<file path="src/rtl/pdc_pkg.sv">
package pdc_pkg;
  typedef enum logic [1:0] {
    PS_OFF  = 2'd0,
    PS_WAKE = 2'd1,
    PS_ON   = 2'd2,
    PS_IDLE = 2'd3
  } pwr_state_t;
endpackage

</file>
<file path="src/rtl/pdc_act_sync.sv">
module pdc_act_sync #(
  parameter int NUM_CH = 5
) (
  input  logic              clk,
  input  logic              rst_n,
  input  logic [NUM_CH-1:0] act_raw,
  output logic [NUM_CH-1:0] act_s
);
  logic [NUM_CH-1:0] meta_q;
  logic [NUM_CH-1:0] sync_q;

  for (genvar i = 0; i < NUM_CH; i++) begin : g_ch
    always_ff @(posedge clk or negedge rst_n) begin
      if (!rst_n) begin
        meta_q[i] <= 1'b0;
        sync_q[i] <= 1'b0;
      end else begin
        meta_q[i] <= act_raw[i];
        sync_q[i] <= meta_q[i];
      end
    end
  end

  assign act_s = sync_q;
endmodule

</file>
<file path="src/rtl/pdc_tick_timer.sv">
module pdc_tick_timer #(
  parameter int LIMIT = 2000
) (
  input  logic clk,
  input  logic rst_n,
  input  logic run,
  output logic done
);
  localparam int W = (LIMIT < 2) ? 1 : $clog2(LIMIT);
  localparam logic [W-1:0] LAST = W'(LIMIT - 1);

  logic [W-1:0] cnt_q;
  logic [W-1:0] cnt_d;
  logic         cnt_en;

  always_comb begin
    cnt_en = 1'b1;
    cnt_d  = cnt_q;
    if (!run) begin
      cnt_d = '0;
    end else if (cnt_q != LAST) begin
      cnt_d = cnt_q + W'(1);
    end else begin
      cnt_en = 1'b0;
    end
  end

  always_ff @(posedge clk or negedge rst_n) begin
    if (!rst_n) begin
      cnt_q <= '0;
    end else if (cnt_en) begin
      cnt_q <= cnt_d;
    end
  end

  assign done = run && (cnt_q == LAST);

  // the count never passes its terminal value
  a_r2_cnt_bound: assert property (@(posedge clk) disable iff (!rst_n)
    cnt_q <= LAST);
  // a stopped timer restarts from zero
  a_r4_cnt_clear: assert property (@(posedge clk) disable iff (!rst_n)
    !run |=> (cnt_q == '0));
endmodule

</file>
<file path="src/rtl/pdc_pwr_fsm.sv">
module pdc_pwr_fsm
  import pdc_pkg::*;
(
  input  logic       clk,
  input  logic       rst_n,
  input  logic       shdn_n,
  input  logic       force_on,
  input  logic       any_act,
  input  logic       idle_done,
  input  logic       settle_done,
  output pwr_state_t state_q,
  output logic       idle_run,
  output logic       settle_run
);
  pwr_state_t state_d;

  always_comb begin
    state_d = state_q;
    if (!shdn_n) begin
      state_d = PS_OFF;
    end else begin
      unique case (state_q)
        PS_OFF:  if (force_on || any_act) state_d = PS_WAKE;
        PS_WAKE: if (settle_done) state_d = PS_ON;
        PS_ON:   if (!force_on && !any_act) state_d = PS_IDLE;
        PS_IDLE: begin
          if (force_on || any_act) state_d = PS_ON;
          else if (idle_done)      state_d = PS_OFF;
        end
        default: state_d = PS_OFF;
      endcase
    end
  end

  always_ff @(posedge clk or negedge rst_n) begin
    if (!rst_n) state_q <= PS_OFF;
    else        state_q <= state_d;
  end

  assign settle_run = (state_q == PS_WAKE);
  assign idle_run   = (state_q == PS_IDLE) && !any_act && !force_on;

  // full-on is only reached through settling or from the countdown
  a_r6_on_not_from_off: assert property (@(posedge clk) disable iff (!rst_n)
    (state_q == PS_ON) |-> ($past(state_q) != PS_OFF));
  // leaving the countdown for off needs a shutdown or an expired delay
  a_r2_off_reason: assert property (@(posedge clk) disable iff (!rst_n)
    (state_q == PS_OFF && $past(state_q) == PS_IDLE)
      |-> ($past(!shdn_n) || $past(idle_done)));
  // override holds the full-on state
  a_r3_forced_hold: assert property (@(posedge clk) disable iff (!rst_n)
    (state_q == PS_ON && shdn_n && force_on) |=> (state_q == PS_ON));
  // activity during the countdown returns to full-on
  a_r4_act_back: assert property (@(posedge clk) disable iff (!rst_n)
    (state_q == PS_IDLE && shdn_n && any_act) |=> (state_q == PS_ON));
endmodule

</file>
<file path="src/rtl/rx_idle_pwrdn.sv">
module rx_idle_pwrdn
  import pdc_pkg::*;
#(
  parameter int NUM_CH        = 5,
  parameter int IDLE_CYCLES   = 2000,
  parameter int SETTLE_CYCLES = 20000
) (
  input  logic              clk,
  input  logic              rst_n,
  input  logic [NUM_CH-1:0] act_raw,
  input  logic              shdn_n,
  input  logic              force_on,
  input  logic              rx_oe_n,
  output logic              status,
  output logic              drv_en,
  output logic              pump_en,
  output logic [NUM_CH-1:0] rx_out_en,
  output logic              mon_en
);
  logic [NUM_CH-1:0] act_s;
  logic              any_act;
  logic              idle_run;
  logic              idle_done;
  logic              settle_run;
  logic              settle_done;
  pwr_state_t        state_q;
  logic              status_q;
  logic              mon_q;

  pdc_act_sync #(.NUM_CH(NUM_CH)) u_sync (
    .clk(clk), .rst_n(rst_n), .act_raw(act_raw), .act_s(act_s)
  );

  assign any_act = |act_s;

  pdc_tick_timer #(.LIMIT(IDLE_CYCLES)) u_idle_tmr (
    .clk(clk), .rst_n(rst_n), .run(idle_run), .done(idle_done)
  );

  pdc_tick_timer #(.LIMIT(SETTLE_CYCLES)) u_settle_tmr (
    .clk(clk), .rst_n(rst_n), .run(settle_run), .done(settle_done)
  );

  pdc_pwr_fsm u_fsm (
    .clk(clk), .rst_n(rst_n), .shdn_n(shdn_n), .force_on(force_on),
    .any_act(any_act), .idle_done(idle_done), .settle_done(settle_done),
    .state_q(state_q), .idle_run(idle_run), .settle_run(settle_run)
  );

  always_ff @(posedge clk or negedge rst_n) begin
    if (!rst_n) begin
      status_q <= 1'b0;
      mon_q    <= 1'b0;
    end else begin
      status_q <= shdn_n && any_act;
      mon_q    <= 1'b1;
    end
  end

  assign status    = status_q;
  assign mon_en    = mon_q;
  assign pump_en   = shdn_n && (state_q != PS_OFF);
  assign drv_en    = shdn_n && ((state_q == PS_ON) || (state_q == PS_IDLE));
  assign rx_out_en = {NUM_CH{~rx_oe_n}};

  // shutdown removes driver and supply enables at once
  a_r1_shdn_off: assert property (@(posedge clk) disable iff (!rst_n)
    !shdn_n |-> (!drv_en && !pump_en));
  // status can only be high after a cycle with shutdown released
  a_r5_status_pin: assert property (@(posedge clk) disable iff (!rst_n)
    status |-> $past(shdn_n));
  // drivers never run without the supply generator
  a_r6_drv_needs_pump: assert property (@(posedge clk) disable iff (!rst_n)
    drv_en |-> pump_en);
endmodule

</file>
<file path="config.mk">
export PLATFORM = sky130hd
export DESIGN_NAME = rx_idle_pwrdn
export DESIGN_NICKNAME = d
export VERILOG_FILES = /design/src/rtl/pdc_pkg.sv /design/src/rtl/pdc_act_sync.sv /design/src/rtl/pdc_tick_timer.sv /design/src/rtl/pdc_pwr_fsm.sv /design/src/rtl/rx_idle_pwrdn.sv
export SDC_FILE = /design/constraint.sdc
export NUM_CORES = 1
export LEC_CHECK = 0
export BUFFER_PORTS_ARGS = -buffer_cell sky130_fd_sc_hd__buf_2
export CAP_MARGIN = 20
export CORE_MARGIN = 3
export CORE_UTILIZATION = 51
export CTS_CLUSTER_DIAMETER = 40
export CTS_CLUSTER_SIZE = 14
export DETAILED_ROUTE_END_ITERATION = 7
export PLACE_DENSITY = 0.77
export SYNTH_ARGS = -nofsm -noshare
export SYNTH_HDL_FRONTEND = slang
export SYNTH_SLANG_ARGS = --single-unit
</file>
<file path="constraint.sdc">
create_clock -name clk -period 1.8 [get_ports clk]
set_input_delay 0.27 -clock clk [delete_from_list [all_inputs] [get_ports clk]]
set_output_delay 0.27 -clock clk [all_outputs]
set_load 0.005 [all_outputs]
</file>
# Word level (Yosys, flattened, before mapping)
# Cells that the tools add are included.
dict set report word_totals {
  regBits 40
  output_inout_bits 9
  wordCells 64
}
dict set report classes {
  n_addsub 2
  n_eq_ne 13
  muxes 15
  bitwise_logic 1
  n_reduce_logical 18
}
# op count
set op_table {}
lappend op_table {{2-to-1 mux 15 bit} 2}
lappend op_table {{2-to-1 mux 11 bit} 2}
lappend op_table {{adder 15 x 1 -> 15 bit, second input constant} 1}
lappend op_table {{== test 15 bit, second input constant} 1}
lappend op_table {{!= test 15 bit, second input constant} 1}
lappend op_table {{2-to-1 mux 2 bit} 6}
lappend op_table {{adder 11 x 1 -> 11 bit, second input constant} 1}
lappend op_table {{== test 11 bit, second input constant} 1}
lappend op_table {{!= test 11 bit, second input constant} 1}
lappend op_table {{logical AND 1 bit} 8}
lappend op_table {{one-hot mux 2 bit (4 select lines)} 1}
lappend op_table {{!= test 3 x 2 -> 1 bit, second input constant} 2}
lappend op_table {{OR reduction 5 bit} 1}
lappend op_table {{== test 2 bit, second input constant} 2}
lappend op_table {{2-to-1 mux 1 bit} 4}
lappend op_table {{!= test 2 bit, second input constant} 2}
lappend op_table {{!= test 4 x 3 -> 1 bit, second input constant} 1}
lappend op_table {{AND reduction 2 bit} 2}
lappend op_table {{AND reduction 4 bit} 1}
lappend op_table {{!= test 3 bit, second input constant} 1}
lappend op_table {{== test 2 x 1 -> 1 bit, second input constant} 1}
lappend op_table {{zero test 1 bit} 2}
lappend op_table {{zero test 2 bit} 1}
lappend op_table {{logical OR 1 bit} 2}
lappend op_table {{other kinds (2)} 2}

# Depth between registers and ports, before layout
# Gate-level depths: netlist (run 1).
dict set report depth {
  ltp_word 9
  depth_mapped 5
  depth_no_buf 5
}

# By module
# From an unflattened synthesis (run 1), not the netlist that was laid out.
dict set report hier_totals {
  cells_unflattened 181
  hier_area_um2 1895.6
}
# mod instances cells_each area_each_um2
set by_module_without_submodules {}
lappend by_module_without_submodules {{pdc_tick_timer at u_settle_tmr} 1 85 809.5}
lappend by_module_without_submodules {{pdc_tick_timer at u_idle_tmr} 1 59 575.6}
lappend by_module_without_submodules {pdc_act_sync 1 10 250.2}
lappend by_module_without_submodules {pdc_pwr_fsm 1 13 133.9}
lappend by_module_without_submodules {rx_idle_pwrdn 1 14 126.4}

# Worst setup path after synthesis (run 1)
# Ideal clock, no wire load.
dict set report synth_timing {
  kind {register to register}
  start {register u_settle_tmr.cnt_q[13]}
  end {register u_settle_tmr.cnt_q[1]}
  setup_ns 0.132
  arrival_ns 1.611
  setup_slack_ns 0.057
  stages_incl_launch_ff 5
  path_cell_list {dfrtp_1 or4b_4 nor4_4 mux2i_1 nor2_1}
}
dict set report synth_via {
  elab_chain_len 4
}
# element line_no
set synth_lines {}
lappend synth_lines {{start, declared} pdc_tick_timer.sv:12} ;# logic [W-1:0] cnt_q;
lappend synth_lines {{start signal, assigned} pdc_tick_timer.sv:32} ;# cnt_q <= cnt_d;
lappend synth_lines {{!= test 15 bit (*)} pdc_tick_timer.sv:21} ;# end else if (cnt_q != LAST) begin
lappend synth_lines {{2-to-1 mux 1 bit} pdc_tick_timer.sv:21}
lappend synth_lines {{2-to-1 mux 1 bit} pdc_tick_timer.sv:19} ;# if (!run) begin
lappend synth_lines {{AND reduction 2 bit (no line) (*)} n/a}
# Mark *: on every way between the ends. The rest lies on a longest branch, timed or not.
# A chain may end at the register's enable or synchronous reset.

# Worst setup path after layout (run 1)
dict set report layout_timing {
  start {register u_settle_tmr.cnt_q[13]}
  end {register u_settle_tmr.cnt_q[0]}
}
# Same word-level chain as after synthesis.

==> run metrics, run 1 <==
num ports 19; Final Cycle Share 0.952; Pleak between 0.9 and 1 nW; crit path DAT between 1.5 and 2 ns; via/cell ratio approximately 5.3; minimum clock period 1.71 ns; Die X 65.0 um; TritonCTS Sinks 40; largest net degree at the start of global routing 22; DRT Wirelength 3280 um; min-delay worst type input port to flip-flop; H-tree Lvls 2; Synth Register Bits 40; final setup fails 0; diode count 0; initial antenna violation count 0; vias in the first global route roughly 1300; Final nets ~220; CP endpoint kind flip-flop; synth warn 0; Die Y 65.0 um; final hold viol count 0; RSZ-0062 raised after global routing false; Syn-to-layout area delta 20.5%; core area between 3000 and 4000 um^2; hpwl dp about 2300 um; pwr dens 735 nW/um^2; Yosys cell types 37; Synth Instances roughly 170; Hold Slack approximately 0.037 ns; CTS tree done; # port buffers 18; via count approximately 1300; maxcap violations 0; Layout fillers approximately 250; Final ANT Viol Nets 0; share of cells above drive strength 1 0.257; initial core utilization 0.559; footprint of the multi-input gates about 730 um^2; router iterations before antenna repair 4; syn_nets about 180; fin util 0.674; total CTS buffers 5; Sequential Area about 1000 um^2; total power about 1.6 mW; gr ovfl total 0; clk buf depth 2; Tot GR Track Use 0.180; worst-skew pair later-pin latency roughly 0.34 ns; # DRC 0; CP Data Required Time around 2.0 ns; clk_skew 0.0117 ns; first-pass GRT wire length between 5000 and 6000 um; outcome complete, no violations; critical path class flip-flop to flip-flop; Max IR drop VDD about 0.45 mV; Fin Setup TNS 0 ns; synthesized area per cell about 11 um^2; Startpoint Class flip-flop; worst-path fanout max 6; Slew Viols, Final 0; Reg clk slew, reported paths ~0.10 ns; die area roughly 4200 um^2; Routability Congestion between 0.8 and 0.9; mapped cell area roughly 1800 um^2; sequential fraction of the synthesis area 0.563; wire per inst 13.1 um; Std-Cell Rows 20; Clock Tree Root clkbuf_4; Max Freq 584 MHz; DRT iter0 DRCs a little under 50
## cells in the final DEF (no fill, tap or decap), types with 2 or more instances in the layout
master,count
nand4_1,5
a31oi_1,2
nor4_2,2
a21oi_1,3
or2_2,2
inv_1,7
clkbuf_4,5
mux2i_1,3
o211ai_1,2
nor2b_1,2
buf_4,15
nor3_1,8
o21a_1,2
buf_2,18
dlygate4sd3_1,3
xnor2_1,14
nor3_2,2
nor4_1,2
xor2_1,2
nor2_1,26
dfrtp_1,40
o21ai_0,4
nand3_1,8
or3_1,2
nand2b_1,2
nand2_1,7
## synth_stat cells (all sizes together)
master / n / share of area
o211ai: 2 / 0.0084
buf: 5 / 0.020
a32o: 1 / 0.0056
nor2b: 2 / 0.0070
mux2i: 3 / 0.017
and2: 1 / 0.0035
o21a: 2 / 0.0084
a21oi: 3 / 0.0084
a211oi: 1 / 0.0042
or3: 3 / 0.011
nor4: 5 / 0.030
o31ai: 1 / 0.0042
dfrtp: 40 / 0.56
nand2b: 2 / 0.0070
clkbuf: 1 / 0.0021
or4: 2 / 0.0092
nand2: 7 / 0.015
xor2: 2 / 0.0099
nand4: 6 / 0.025
nor3: 10 / 0.028
a31oi: 2 / 0.0070
conb: 1 / 0.0021
inv: 7 / 0.015
or4b: 1 / 0.0077
nand3: 8 / 0.023
or2: 2 / 0.0070
ha: 2 / 0.014
o21ai: 4 / 0.011
nor2: 26 / 0.055
xnor2: 14 / 0.069
and3: 1 / 0.0035
## layout make-up
class / instances / share of cell area
clock buffer: 6 / 0.0193
sequential: 40 / 0.467
inverter: 7 / 0.0123
multi-input combinational: 114 / 0.341
clock inverter: 2 / 0.0164
tap: 44 / 0.0257
timing repair buffer: 37 / 0.118
## repair_timing
item,in CTS,in global routing
gates resized for setup,0,4
setup buffers,0,4
setup endpoints to repair,0,5
hold buffers,1,2
endpoints found under the hold margin,19,2
## final timing paths
path / from / to / slack, ns / cells after the start
max in group asynchronous: rst_n / u_settle_tmr.cnt_q[0]$_DFFE_PN0P_ / 0.93 / 3
min: act_raw[0] / u_sync.meta_q[0]$_DFF_PN0_ / 0.04 / 1
max: u_settle_tmr.cnt_q[13]$_DFFE_PN0P_ / u_settle_tmr.cnt_q[0]$_DFFE_PN0P_ / 0.09 / 5
min in group asynchronous: rst_n / u_settle_tmr.cnt_q[9]$_DFFE_PN0P_ / 0.40 / 2
max reg2reg: u_settle_tmr.cnt_q[13]$_DFFE_PN0P_ / u_settle_tmr.cnt_q[0]$_DFFE_PN0P_ / 0.09 / 5
min reg2reg: u_sync.meta_q[3]$_DFF_PN0_ / u_sync.act_s[3]$_DFF_PN0_ / 0.36 / 0
## power breakdown
group	internal (mW)	switching (mW)
clock	0.291	0.269
combinational	0.0380	0.0450
sequential	0.919	0.0126
total	1.25	0.326
## through the flow
stage	instance area [um^2]	worst slack, ns	std cells
after floorplan	1780	0.0569	167
after global placement	1990	0.0814	235
after detailed placement	1990	0.0425	235
after CTS	2070	0.00151	244
after global routing	2140	0.00101	250
final	2140	0.0866	250
## kinds of logic after synthesis
group,Yosys count,share of synthesized area
AO/OA/AOI/OAI,16,0.0577
flip-flops,40,0.563
other,1,0.00211
AND/OR/NAND/NOR,76,0.231
buffers and inverters,13,0.0366
adder cells (fa/ha/maj),2,0.0141
multiplexers,3,0.0169
XOR/XNOR,16,0.0788
## worst max-delay path, cell delays in order (launching register included)
cell and delay (ns):
dfrtp_1 0.42, or4b_4 0.55, nor4_4 0.21, buf_4 0.20, xor2_1 0.17, nor2_1 0.06
## registers in the layout, summed over array words and instances, names as in the netlist
name                flops
u_settle_tmr.cnt_q     15
u_idle_tmr.cnt_q       11
u_sync.act_s            5
u_sync.meta_q           5
u_fsm.state_q           2
mon_en                  1
status                  1
## layer usage
metal | part of all wire | GRT usage
met2 | 0.51 | 0.313
met1 | 0.44 | 0.204
met3 | 0.034 | 0.0624
met4 | 0.014 | 0.0674
met5 | 0 | 0
No activity file was read; power rests on OpenSTA's default activity.
==> run 2, diff against run 1 <==
ABC_AREA = 1   (was default)
CORE_MARGIN = default   (was 3)
CORE_UTILIZATION = 50   (was 51)
PLACE_DENSITY = 0.75   (was 0.77)
==> run 2 against run 1 <==
  * Synthesized cell count up 44%
  * Die area fell by 0.20%
  * Sequential power increased by 7%
  * Largest power group unchanged
  * Clock-buffer cell count is the same
  * Critical endpoint unchanged
  * Critical path depth grew 3
==> run metrics, run 2 <==
Hold Slack 0.00648 ns; minimum clock period between 1 and 1.5 ns; CP endpoint kind flip-flop; total CTS buffers 5; hpwl dp between 2000 and 2500 um; die area 4220 um^2; Post-CTS Setup Bufs 0; Primary FF master, synth dfrtp_1; maxcap violations 0; fraction of registers with async set/reset 1.00; # DRC 0; fin util 0.595; commonest non-fill, non-tap cells in the layout nand2_1 (50), dfrtp_1 (40), nor2_1 (36), inv_1 (32), nand3_1 (19); Clk pwr share 0.369; vias in the first global route 1355; first-pass GRT wire length between 5000 and 6000 um; Die X roughly 65 um; Worst R2R Start u_settle_tmr.cnt_q[0]$_DFFE_PN0P_; worst-skew pair later-pin latency ~0.30 ns; commonest non-fill, non-tap cell in the layout nand2_1; max reg flops 15; router iterations before antenna repair 4; Final Cycle Share 0.830; post-synth top area share 0.505; TritonCTS Sinks 40; hold buffer count at CTS 0; mapped cell area between 1500 and 2000 um^2; clk buf depth 2; DRT iter0 DRCs around 90; post-route cell area roughly 2200 um^2; Max IR drop VDD 0.956 mV; critical path class flip-flop to flip-flop; num ports 19; share of cells above drive strength 1 0.186; Synth Instances ~240; via count 1528; RSZ-0062 raised after global routing false; Reg clk slew, reported paths 0.08 ns; Die Y roughly 65 um; Fin Setup TNS 0 ns; leading registers by flop count u_settle_tmr.cnt_q: 15 flops, u_idle_tmr.cnt_q: 11 flops; synth warn 0; Slew Viols, Final 0; CP Data Required Time ~2 ns; Logic pwr share 0.147; CTS tree done; Startpoint Class flip-flop; Yosys cell types 31; Cell Int Power roughly 1.5 mW; gr ovfl total 0; Synth top cells by count nand2_1 (50), dfrtp_1 (40), nor2_1 (36), inv_1 (32), nand3_1 (19); sequential fraction of the synthesis area 0.505; Max Freq ~670 MHz; Layout fillers between 300 and 400; pwr dens 931 nW/um^2; Reg2Reg Capture Point u_settle_tmr.cnt_q[0]$_DFFE_PN0P_; final setup fails 0; NetSw between 0.5 and 0.6 mW; Std-Cell Rows 22; outcome complete, no violations; final hold viol count 0; crit path DAT ~1.7 ns; Syn-to-layout area delta 12.3%; diode count 0; CTS resizes 0; synthesized area per cell approximately 8.2 um^2; CP startpoint u_settle_tmr.cnt_q[0]$_DFFE_PN0P_; H-tree Lvls 2; # port buffers 18; Reg with most FFs u_settle_tmr.cnt_q; largest net degree at the start of global routing ~40; Final nets approximately 270; Sw Ratio 0.273; core area approximately 3700 um^2; Final ANT Viol Nets 0; R2R Setup Slk 0.31 ns; Clock Tree Root clkbuf_8; R2R cell count 8; wire per inst roughly 11 um; initial core utilization 0.530; syn_nets approximately 250; Synth Register Bits 40; register share of total power 0.483; Pleak 1.08 nW; clk_skew roughly 0.0085 ns; area leader, netlist dfrtp_1; via/cell ratio roughly 5; count leader, synth nand2_1; DRT Wirelength ~3500 um; min-delay worst type input port to async pin; worst-path fanout max 4; ranking of synthesized cells by area dfrtp_1 (50%), nand2_1 (9.5%), nor2_1 (6.8%); initial antenna violation count 0; number of synthesized flops with an enable pin 0; Tot GR Track Use 0.185; Routability Congestion 0.840; Cell Area, Placed approximately 2100 um^2
## run 2: changes by cell type in the layout (fill, tap and decap cells not counted), sizes merged, moves of 13 or more
| cell | before | now |
|---|---|---|
| nand2 | 7 | 53 |
| inv | 7 | 34 |
| nor2 | 26 | 43 |
| buf | 34 | 20 |
| nand3 | 8 | 21 |
| xnor2 | 14 | 1 |
## run 2: area by class of cell
| type | count | area, um^2 | area share |
|---|---|---|---|
| flip-flops and latches | 40 | 1000 | 0.449 |
| clock buffers | 6 | 82.6 | 0.0371 |
| multi-input cells | 160 | 807 | 0.362 |
| well taps | 48 | 60.1 | 0.0270 |
| inverters | 35 | 133 | 0.0596 |
| repair buffers | 20 | 105 | 0.0472 |
| clock inverters | 2 | 38.8 | 0.0174 |
## run 2: cells by family after synthesis
kind of cell,share of synthesized area
flops,0.505
buf+inv,0.0883
xor+xnor,0.0177
compound gates,0.0625
fa+ha+maj,0.0126
other cells,0.00189
simple gates,0.312
## run 2: power groups by stage
stage / clock network (mW) / registers [mW] / logic (mW)
finish: 0.766 / 1.00 / 0.305
global route: 0.815 / 1.01 / 0.345
CTS: 0.783 / 1.00 / 0.311
detailed placement: 0 / 1.02 / 0.302
global placement: 0 / 1.02 / 0.302
floorplan: 0 / 0.991 / 0.238
## run 2: worst max-delay path, stage by stage, from the launching register on
cell     delay [ns]
dfrtp_1        0.41
ha_1           0.24
nand3_2        0.13
nor2_1         0.12
nand2_1        0.13
nor2_4         0.16
inv_1          0.09
nand2_1        0.06
nand2_1        0.05
## run 2: worst max-delay path by stage
| stage | to | slack [ns] | cells after the start |
|---|---|---|---|
| after floorplan | u_settle_tmr.cnt_q[0]$_DFFE_PN0P_ | 0.51 | 8 |
| after global placement | u_settle_tmr.cnt_q[0]$_DFFE_PN0P_ | 0.44 | 8 |
| after detailed placement | u_settle_tmr.cnt_q[0]$_DFFE_PN0P_ | 0.36 | 8 |
| after CTS | u_settle_tmr.cnt_q[0]$_DFFE_PN0P_ | 0.33 | 8 |
| after global routing | u_settle_tmr.cnt_q[0]$_DFFE_PN0P_ | 0.14 | 8 |
| final | u_settle_tmr.cnt_q[0]$_DFFE_PN0P_ | 0.31 | 8 |
## run 2: per-layer routing
layer	part of all wire	vias to the layer above	GRT usage
met2	0.49	35	0.293
met4	0.023	0	0.114
met3	0.038	9	0.0493
met1	0.45	690	0.222
met5	0	-	0
li1	-	794	-
## run 2: per-stage QoR
stage	power (mW)	instances	setup slack (ns)
2_1_floorplan	1.23	241	0.510
3_3_place_gp	1.32	303	0.444
3_5_place_dp	1.32	303	0.357
4_1_cts	2.10	311	0.327
5_1_grt	2.17	311	0.137
6_report	2.07	311	0.306
==> run 3, diff against run 2 <==
PLACE_DENSITY = 0.72   (was 0.75)
clock period = 1.4 ns   (was 1.8 ns; I/O delays follow)
==> run 3 against run 2 <==
  * Design area is 5.7% higher
  * Worst hold slack better by 0.015 ns
  * Combinational power is 70% higher
  * Non-clock buffer count is 9 higher
  * Register-to-register slack worse by 0.30 ns
  * Critical path depth stayed put
  * Die area stayed put
  * Global-route usage hardly changed
==> run metrics, run 3 (synthesis results as in run 2) <==
outcome complete, no violations; CTS tree done; CP startpoint u_settle_tmr.cnt_q[1]$_DFFE_PN0P_; Max IR drop VDD between 0.6 and 0.7 mV; critical path class flip-flop to flip-flop; initial antenna violation count 0; initial core utilization 0.530; CP endpoint kind flip-flop; Clock Tree Root clkbuf_8; DRT Wirelength about 3600 um; DRT iter0 DRCs between 50 and 60; # port buffers 18; clk_skew 0.00298 ns; crit path DAT roughly 1.6 ns; commonest non-fill, non-tap cells in the layout nand2_1 (48), dfrtp_1 (40), nor2_1 (32), inv_1 (31); worst-skew pair later-pin latency approximately 0.29 ns; num ports 19; Setup WS pre-CTS 0.0115 ns; via count roughly 1500; Slew Viols, Final 0; leading registers by flop count u_settle_tmr.cnt_q: 15 flops, u_idle_tmr.cnt_q: 11 flops; Reg clk slew, reported paths around 0.08 ns; Worst R2R Start u_settle_tmr.cnt_q[1]$_DFFE_PN0P_; TritonCTS Sinks 40; share of cells above drive strength 1 0.261; Final nets approximately 280; Final Cycle Share 0.998; Std-Cell Rows 22; min-delay worst type input port to flip-flop; Hold Slack roughly 0.022 ns; max reg flops 15; total CTS buffers 5; final setup fails 0; Die X between 60 and 70 um; vias in the first global route 1413; die area around 4200 um^2; core area around 3700 um^2; largest net degree at the start of global routing 41; CP Data Required Time between 1.5 and 2 ns; router iterations before antenna repair 4; clk buf depth 2; gr ovfl total 0; Pleak 1.11 nW; Max Freq roughly 700 MHz; first-pass GRT wire length just under 6000 um; commonest non-fill, non-tap cell in the layout nand2_1; Non-Filler Instances between 300 and 400; Final ANT Viol Nets 0; Tot GR Track Use 0.185; H-tree Lvls 2; Die Y roughly 65 um; hpwl dp around 2500 um; worst-path fanout max 4; # DRC 0; wire per inst 11.2 um; Reg with most FFs u_settle_tmr.cnt_q; Syn-to-layout area delta 18.7%; placed cells just over 300; minimum clock period between 1 and 1.5 ns; via/cell ratio approximately 4.8; total power between 2 and 3 mW; R2R Setup Slk between 0.002 and 0.0025 ns; diode count 0; min-delay src act_raw[4]; Routability Congestion about 0.8; RSZ-0062 raised after global routing true; Startpoint Class flip-flop; pwr dens 1110 nW/um^2; fin util 0.629; maxcap violations 0; Worst Slack Setup Final 0.00231 ns; final hold viol count 0
## run 3: worst max-delay path: stages, from the launching register on
cell	delay, ns
dfrtp_1	0.43
ha_4	0.18
nand3_4	0.10
nor2_2	0.16
nand2_2	0.11
nor2_4	0.13
inv_1	0.08
nand2_1	0.06
nand2_1	0.04
## run 3: timing repair
item / in CTS / in global routing
pin swaps: 0 / 10
resized for setup: 2 / 20
buffers inserted: 0 / 4
endpoints found under the hold margin: 40 / 0
setup endpoints to repair: 1 / 15
hold buffers: 1 / 0
## run 3: final timing paths
| path | endpoint | depth (start not counted) |
|---|---|---|
| setup / recovery | u_settle_tmr.cnt_q[0]$_DFFE_PN0P_ | 8 |
| hold / removal | u_sync.meta_q[4]$_DFF_PN0_ | 1 |
| setup reg to reg | u_settle_tmr.cnt_q[0]$_DFFE_PN0P_ | 8 |
| hold reg to reg | u_sync.act_s[4]$_DFF_PN0_ | 0 |
| max in group asynchronous | u_settle_tmr.cnt_q[10]$_DFFE_PN0P_ | 3 |
| min in group asynchronous | u_sync.meta_q[1]$_DFF_PN0_ | 3 |
## run 3: final cells by class
type,instances,area (um^2)
multi-input combinational,160,875
timing repair buffer,29,188
sequential,40,1000
tap,48,60.1
clock inverter,2,13.8
clock buffer,6,82.6
fill,338,1390
inverter,35,134
## run 3: routing by layer
layer,up-vias,global-route usage,routed length (um)
met4,0,0.0833,38
li1,804,-,-
met2,12,0.309,1760
met5,-,0,0
met1,706,0.225,1710
met3,4,0.0440,87
## run 3: where the power goes
group          leakage, nW  switching (mW)  internal [mW]
sequential           0.528          0.0590           1.22
combinational        0.531           0.315          0.205
clock               0.0516           0.402          0.403
## run 3: through the flow
| stage | TNS (ns) | instance area [um^2] |
|---|---|---|
| final | 0 | 2350 |
| after global routing | -0.437 | 2350 |
| after CTS | 0 | 2260 |
| after detailed placement | 0 | 2150 |
| after global placement | 0 | 2150 |
| after floorplan | 0 | 1980 |
